===== src/rtl/rn_pkg.sv =====
package rn_pkg;
  localparam int unsigned NUM_ARCH_DEF = 32;
  localparam int unsigned NUM_PHYS_DEF = 40;
  localparam int unsigned TAG_W_DEF    = 4;
  localparam int unsigned NUM_SRC_DEF  = 2;

  function automatic int unsigned ptr_w(input int unsigned depth);
    return (depth > 1) ? $clog2(depth) : 1;
  endfunction
endpackage


===== src/rtl/rn_fifo.sv =====
module rn_fifo #(
  parameter int unsigned DEPTH     = 8,
  parameter int unsigned WIDTH     = 6,
  parameter bit          INIT_FULL = 1'b0,
  parameter int unsigned INIT_BASE = 0,
  localparam int unsigned PTRW     = rn_pkg::ptr_w(DEPTH),
  localparam int unsigned CNTW     = $clog2(DEPTH + 1)
) (
  input  logic             clk_i,
  input  logic             rst_ni,
  input  logic             push_i,
  input  logic [WIDTH-1:0] push_data_i,
  input  logic             pop_i,
  output logic [WIDTH-1:0] head_o,
  output logic             empty_o,
  output logic             full_o,
  output logic [CNTW-1:0]  cnt_o
);
  logic [WIDTH-1:0] mem_q [DEPTH];
  logic [PTRW-1:0]  rd_ptr_q, wr_ptr_q;
  logic [CNTW-1:0]  cnt_q;

  function automatic logic [PTRW-1:0] nxt(input logic [PTRW-1:0] p);
    return (p == PTRW'(DEPTH - 1)) ? '0 : p + 1'b1;
  endfunction

  assign head_o  = mem_q[rd_ptr_q];
  assign empty_o = (cnt_q == '0);
  assign full_o  = (cnt_q == CNTW'(DEPTH));
  assign cnt_o   = cnt_q;

  always_ff @(posedge clk_i or negedge rst_ni) begin
    if (!rst_ni) begin
      for (int i = 0; i < int'(DEPTH); i++)
        mem_q[i] <= INIT_FULL ? WIDTH'(INIT_BASE + i) : '0;
      rd_ptr_q <= '0;
      wr_ptr_q <= '0;
      cnt_q    <= INIT_FULL ? CNTW'(DEPTH) : '0;
    end else begin
      if (push_i) begin
        mem_q[wr_ptr_q] <= push_data_i;
        wr_ptr_q        <= nxt(wr_ptr_q);
      end
      if (pop_i) rd_ptr_q <= nxt(rd_ptr_q);
      case ({push_i, pop_i})
        2'b10:   cnt_q <= cnt_q + 1'b1;
        2'b01:   cnt_q <= cnt_q - 1'b1;
        default: cnt_q <= cnt_q;
      endcase
    end
  end
endmodule


===== src/rtl/rn_map_table.sv =====
module rn_map_table #(
  parameter int unsigned NUM_ARCH = 32,
  parameter int unsigned NUM_SRC  = 2,
  parameter int unsigned PW       = 6,
  localparam int unsigned AW      = $clog2(NUM_ARCH)
) (
  input  logic                        clk_i,
  input  logic                        rst_ni,
  input  logic                        wr_en_i,
  input  logic [AW-1:0]               wr_arch_i,
  input  logic [PW-1:0]               wr_phys_i,
  output logic [PW-1:0]               old_phys_o,
  input  logic [NUM_SRC-1:0][AW-1:0]  rd_arch_i,
  output logic [NUM_SRC-1:0][PW-1:0]  rd_phys_o
);
  logic [PW-1:0] map_q [NUM_ARCH];

  assign old_phys_o = map_q[wr_arch_i];

  // reads see the table before this cycle's write
  for (genvar s = 0; s < int'(NUM_SRC); s++) begin : g_rd
    assign rd_phys_o[s] = map_q[rd_arch_i[s]];
  end

  always_ff @(posedge clk_i or negedge rst_ni) begin
    if (!rst_ni) begin
      for (int i = 0; i < int'(NUM_ARCH); i++) map_q[i] <= PW'(i);
    end else if (wr_en_i) begin
      map_q[wr_arch_i] <= wr_phys_i;
    end
  end
endmodule


===== src/rtl/rn_ready_vec.sv =====
module rn_ready_vec #(
  parameter int unsigned NUM_PHYS = 40,
  parameter int unsigned NUM_SRC  = 2,
  localparam int unsigned PW      = $clog2(NUM_PHYS)
) (
  input  logic                        clk_i,
  input  logic                        rst_ni,
  input  logic                        set_i,
  input  logic [PW-1:0]               set_idx_i,
  input  logic                        clr_i,
  input  logic [PW-1:0]               clr_idx_i,
  input  logic [NUM_SRC-1:0][PW-1:0]  rd_idx_i,
  output logic [NUM_SRC-1:0]          rd_rdy_o,
  output logic [NUM_PHYS-1:0]         rdy_o
);
  logic [NUM_PHYS-1:0] rdy_q;

  assign rdy_o = rdy_q;

  for (genvar s = 0; s < int'(NUM_SRC); s++) begin : g_rd
    assign rd_rdy_o[s] = rdy_q[rd_idx_i[s]];
  end

  always_ff @(posedge clk_i or negedge rst_ni) begin
    if (!rst_ni) begin
      rdy_q <= '1;
    end else begin
      if (set_i) rdy_q[set_idx_i] <= 1'b1;
      // allocation wins over a same-cycle write
      if (clr_i) rdy_q[clr_idx_i] <= 1'b0;
    end
  end
endmodule


===== src/rtl/fp_load_renamer.sv =====
module fp_load_renamer #(
  parameter int unsigned NUM_ARCH  = rn_pkg::NUM_ARCH_DEF,
  parameter int unsigned NUM_PHYS  = rn_pkg::NUM_PHYS_DEF,
  parameter int unsigned TAG_W     = rn_pkg::TAG_W_DEF,
  parameter int unsigned NUM_SRC   = rn_pkg::NUM_SRC_DEF,
  parameter int unsigned PRQ_DEPTH = NUM_PHYS - NUM_ARCH,
  localparam int unsigned AW       = $clog2(NUM_ARCH),
  localparam int unsigned PW       = $clog2(NUM_PHYS),
  localparam int unsigned FREE_N   = NUM_PHYS - NUM_ARCH,
  localparam int unsigned FCW      = $clog2(FREE_N + 1),
  localparam int unsigned QCW      = $clog2(PRQ_DEPTH + 1)
) (
  input  logic                        clk_i,
  input  logic                        rst_ni,
  input  logic                        ren_valid_i,
  input  logic [AW-1:0]               ren_arch_i,
  input  logic [TAG_W-1:0]            ren_tag_i,
  output logic                        ren_ready_o,
  output logic [PW-1:0]               ren_phys_o,
  input  logic [NUM_SRC-1:0][AW-1:0]  src_arch_i,
  output logic [NUM_SRC-1:0][PW-1:0]  src_phys_o,
  output logic [NUM_SRC-1:0]          src_rdy_o,
  input  logic                        cmp_valid_i,
  input  logic [TAG_W-1:0]            cmp_tag_i,
  input  logic                        cmp_wr_i,
  input  logic [PW-1:0]               cmp_phys_i
);
  logic                ren_fire, ret_pop;
  logic [PW-1:0]       free_head, old_phys;
  logic                free_empty, free_full;
  logic [FCW-1:0]      free_cnt;
  logic [TAG_W+PW-1:0] prq_head;
  logic                prq_empty, prq_full;
  logic [QCW-1:0]      prq_cnt;
  logic [NUM_PHYS-1:0] rdy_vec;

  assign ren_ready_o = !free_empty && !prq_full;
  assign ren_fire    = ren_valid_i && ren_ready_o;
  assign ren_phys_o  = free_head;
  assign ret_pop     = cmp_valid_i && !prq_empty && (prq_head[TAG_W+PW-1:PW] == cmp_tag_i);

  rn_fifo #(
    .DEPTH(FREE_N), .WIDTH(PW), .INIT_FULL(1'b1), .INIT_BASE(NUM_ARCH)
  ) u_free (
    .clk_i, .rst_ni,
    .push_i(ret_pop), .push_data_i(prq_head[PW-1:0]),
    .pop_i(ren_fire), .head_o(free_head),
    .empty_o(free_empty), .full_o(free_full), .cnt_o(free_cnt)
  );

  rn_fifo #(
    .DEPTH(PRQ_DEPTH), .WIDTH(TAG_W + PW), .INIT_FULL(1'b0), .INIT_BASE(0)
  ) u_prq (
    .clk_i, .rst_ni,
    .push_i(ren_fire), .push_data_i({ren_tag_i, old_phys}),
    .pop_i(ret_pop), .head_o(prq_head),
    .empty_o(prq_empty), .full_o(prq_full), .cnt_o(prq_cnt)
  );

  rn_map_table #(.NUM_ARCH(NUM_ARCH), .NUM_SRC(NUM_SRC), .PW(PW)) u_map (
    .clk_i, .rst_ni,
    .wr_en_i(ren_fire), .wr_arch_i(ren_arch_i), .wr_phys_i(free_head),
    .old_phys_o(old_phys),
    .rd_arch_i(src_arch_i), .rd_phys_o(src_phys_o)
  );

  rn_ready_vec #(.NUM_PHYS(NUM_PHYS), .NUM_SRC(NUM_SRC)) u_rdy (
    .clk_i, .rst_ni,
    .set_i(cmp_valid_i && cmp_wr_i), .set_idx_i(cmp_phys_i),
    .clr_i(ren_fire), .clr_idx_i(free_head),
    .rd_idx_i(src_phys_o), .rd_rdy_o(src_rdy_o),
    .rdy_o(rdy_vec)
  );
endmodule


===== config.mk =====
export PLATFORM = sky130hd
export DESIGN_NAME = fp_load_renamer
export DESIGN_NICKNAME = d
export VERILOG_FILES = /design/src/rtl/rn_pkg.sv /design/src/rtl/rn_fifo.sv /design/src/rtl/rn_map_table.sv /design/src/rtl/rn_ready_vec.sv /design/src/rtl/fp_load_renamer.sv
export SDC_FILE = /design/constraint.sdc
export NUM_CORES = 1
export LEC_CHECK = 0
export ABC_AREA = 1
export BUFFER_PORTS_ARGS = -buffer_cell sky130_fd_sc_hd__buf_2
export CAP_MARGIN = 5
export CORE_MARGIN = 2
export CORE_UTILIZATION = 40
export DETAILED_ROUTE_END_ITERATION = 10
export RECOVER_POWER = 100
export SYNTH_ARGS = -nofsm -noshare
export SYNTH_HDL_FRONTEND = slang
export SYNTH_SLANG_ARGS = --single-unit

===== constraint.sdc =====
create_clock -name clk_i -period 8.37 [get_ports clk_i]
set_input_delay 1.674 -clock clk_i [delete_from_list [all_inputs] [get_ports clk_i]]
set_output_delay 1.674 -clock clk_i [all_outputs]
set_load 0.01 [all_outputs]

==> results <==
- The run finished, with violations left.
- The final reports fail on max-capacitance violations, max-slew violations.
- The die footprint is between 50000 and 60000 sq um.
- The adder and majority cell fraction of the synthesized area is less than 1%.
- The sum of negative setup slack is 0 ns.
- After technology mapping, the gate count stands at about 2900.
- The share of synthesized area in the top cell type comes to 27.3%.
- The worst-case IR drop observed on VDD is roughly 0.14 mV.
- The count of boundary I/O pins is 55.
- Setup repair after global routing left no endpoint under its margin.
- The max capacitance violation total is 17.
- The instance area after placement is roughly 22000 sq um.
- Headroom to the max-slew limit came out at -138%.
- Of the available clock period, the critical path in the final layout requires about nine tenths.
- The via count of the first global-routing pass is slightly above 20000.
- After synthesis, the largest family of logic cells by area is compound AO/OA/AOI/OAI gates.
- Clock-pin slew was measured on the worst setup and hold paths at about 0.06 ns.
- The total routing usage reported by global routing is between 20% and 30%.
- The die width is roughly 240 um.
- The H-tree was split into 2 levels.
- The post-CTS setup repair buffer count is 0.
- The worst setup path is of the in2out kind.
- The first global-routing pass estimated 119000 um of wire.
- The repair_antennas step left the layout with diodes totalling 0.
- The number of design rule violations left after detail routing is 0.
- The number of buffers inserted for hold repair after clock tree synthesis is 0.
- The post-cts sizing count is 0.
- The die boundary height is between 200 and 250 um.
- The largest clock skew in the final design is ~0.031 ns.
- At the later pin of the worst-skew pair, clock insertion delay measures around 0.60 ns.
- The number of endpoints failing setup at the final stage is 0.
- The count of endpoints failing hold in the final timing report was 0.
- The sequential-to-total area share from yosys stat is 44.2%.
- The worst path needs roughly 7.7 ns of the cycle, external delays included.
- The post-route netlist has between 10% and 20% of its cells at a drive strength greater than 1.
- The worst setup path is launched from an input port.
- The standard cell core area is 53900 sq um.
- The endpoint arrival time on the critical path is 5.99 ns.
- The number of nets in the layout is 2938.
- The largest total area in the synthesized netlist belongs to dfrtp_1.
- The number of nets handed over by synthesis was about 3000.
- During placement, the flow inserted port buffers numbering 54.
- Dividing the detail-routed via count by the number of cells gives 5.85.
- The count of state elements after synthesis is 380.
- The share of the core filled with cells is 43.8%.
- The number of sinks driven by the clock tree is 380.
- Entering global routing, the biggest net connects between 150 and 200 pins.
- The total leakage power is 9.99 nW.
- After synthesis, the mean cell area works out to approximately 7.4 sq um.
- The xor and xnor area share after synthesis is less than 1%.
- The fmax is between 100 and 150 MHz.
- The sum of overflow across all layers after global routing is 0.
- The HPWL reported at the end of detailed placement is 50800 um.
- The maximum count of clock buffers along a single path is 3.
- The number of enable flip-flop cells after synthesis is 0.
- The initial antenna violation count is 1.
- In the synthesized netlist the dominant register cell turns out to be dfrtp_1.
- In the post-synthesis netlist, the biggest area contributors are dfrtp_1, dfstp_2, nand2_1, o21ai_0, nand3_1.
- The Yosys step of the flow raised 0 warnings.
- Across all layers, the routed design uses 21173 vias.
- The total length of routed wires is 75800 um.
- The area of the mapped netlist is about 22000 sq um.
- After synthesis, the share of flip-flops with an asynchronous set or reset is 100%.
- Hold is met by 0.465 ns.
- STA classifies the critical path endpoint as an output pin.
- Summing internal, switching and leakage power gives between 0.004 and 0.005 W.
- The routability congestion estimate from global placement is 0.962.
- The initial standard-cell utilization of the core is 40.6%.
- The number of design-rule violations left by the first detailed-router iteration is between 2000 and 2500.
- In this run the clock root is driven by a clkbuf_16.
- The simple-gate portion of the synthesized area is between 20 and 25%.
- The routed wire length per instance is between 20 and 25 um.
- The compound-cell area share of the yosys netlist is around a quarter.
- After synthesis, the share of cell area in mux cells is less than 1%.
- The number of buffers created by CTS is 44.
- The required time reported for the critical path endpoint is around 6.7 ns.
- The first detailed-routing pass took 8 iterations.
- The min-delay analysis places its worst path in the category reg2reg.
- In this run the worst path has a maximum fanout of 27.
- The count of distinct cell types in the synthesized netlist is 48.
- Summing all non-filler instances in the final layout gives an area of approximately 24000 sq um.
- The power density over the cells is around 180 nW/um^2.
- The number of cell rows is between 80 and 90.
- The area added between synthesis and finish is 7.96%.
- The max-slew violation count is roughly 760.
- Leaving out fill and tap cells, the most frequent cell in the layout is nand2_1.
- Once detail routing completed, the nets flagged for antenna violations numbered 0.
- Leaving out fill and tap cells, the most frequent cells in the layout are nand2_1, o21ai_0, nand3_1.
- The TritonCTS clock tree is done.
- The pin slew with the least headroom to its limit is between 3 and 4 ns.
## sequential cells by signal, indices dropped and copies added (netlist names)
| register | count |
|---|---|
| u_free.cnt_o | 4 |
| u_prq.mem_q | 80 |
| u_map.map_q | 192 |
| u_free.mem_q | 48 |
| u_free.wr_ptr_q | 3 |
| u_prq.cnt_o | 4 |
| u_free.rd_ptr_q | 3 |
| u_rdy.rdy_o | 40 |
| u_prq.wr_ptr_q | 3 |
| u_prq.rd_ptr_q | 3 |
## through the flow
stage               cells  worst slack, ns
floorplan            2949             3.34
global placement     3538             1.51
detailed placement   3538             1.42
CTS                  3620             1.43
global route         3620            0.526
finish               3620            0.710
## cell type report
type	count	area, sq um
fill	5505	30300
tap	696	871
inverter	250	945
clock buffer	67	1280
timing repair buffer	88	464
sequential	380	9690
clock inverter	15	166
multi-input combinational	2124	10200
## critical path, cell delays in order
cell	delay (ns)
buf_2	0.30
inv_1	0.82
clkbuf_1	1.20
o21ai_0	0.23
o211ai_1	0.30
nand3_1	0.20
nand2_1	0.18
inv_1	0.07
o21ai_2	0.30
inv_1	0.13
nand3_1	0.13
nand3_1	0.09
nand3_1	0.09
nand2_1	0.10
buf_2	0.15
## routing by layer
layer | track usage (%) | part of all wire [%]
met5 | 0 | 0
met4 | 13.5 | 5.1
met3 | 4.66 | 8.1
met2 | 41.3 | 44
met1 | 36.7 | 43
## power breakdown
part | internal [W] | leakage, nW | switching (W)
registers | 0.00188 | 4.58 | 0.0000176
logic | 0.000102 | 4.71 | 0.000308
clock network | 0.00110 | 0.701 | 0.000820
total | 0.00308 | 9.99 | 0.00115
## cell families after synthesis
group / Yosys count
simple gates: 1158
compound gates: 939
buf+inv: 445
flops: 380
fa+ha+maj: 16
xor+xnor: 8
mux: 3
## cells in the mapped netlist (all sizes together), types with 3 or more instances
cell type / count
o211ai: 18
xor2: 5
clkbuf: 95
a211oi: 3
dfstp: 141
inv: 248
xnor2: 3
nand3: 291
o22ai: 7
a21oi: 282
ha: 14
a22oi: 89
nor2: 139
mux2: 3
a31oi: 15
dfrtp: 239
o221ai: 11
or4: 6
nand2: 683
nor4: 5
o21ai: 509
buf: 100
nor3: 30
## worst paths after layout
path / from / endpoint / slack [ns] / cells after the start
hold reg to reg: u_free.mem_q[12] / u_free.mem_q[12] / 0.47 / 2
max in group asynchronous: rst_ni / u_map.map_q[17] / 2.05 / 2
setup / recovery: src_arch_i[6] / src_rdy_o[1] / 0.71 / 15
setup reg to reg: u_free.rd_ptr_q[0] / u_rdy.rdy_o[32] / 3.07 / 9
hold / removal: u_free.mem_q[12] / u_free.mem_q[12] / 0.47 / 2
min in group asynchronous: rst_ni / u_free.mem_q[10] / 2.29 / 1
Power figures use the tool's default switching activity.
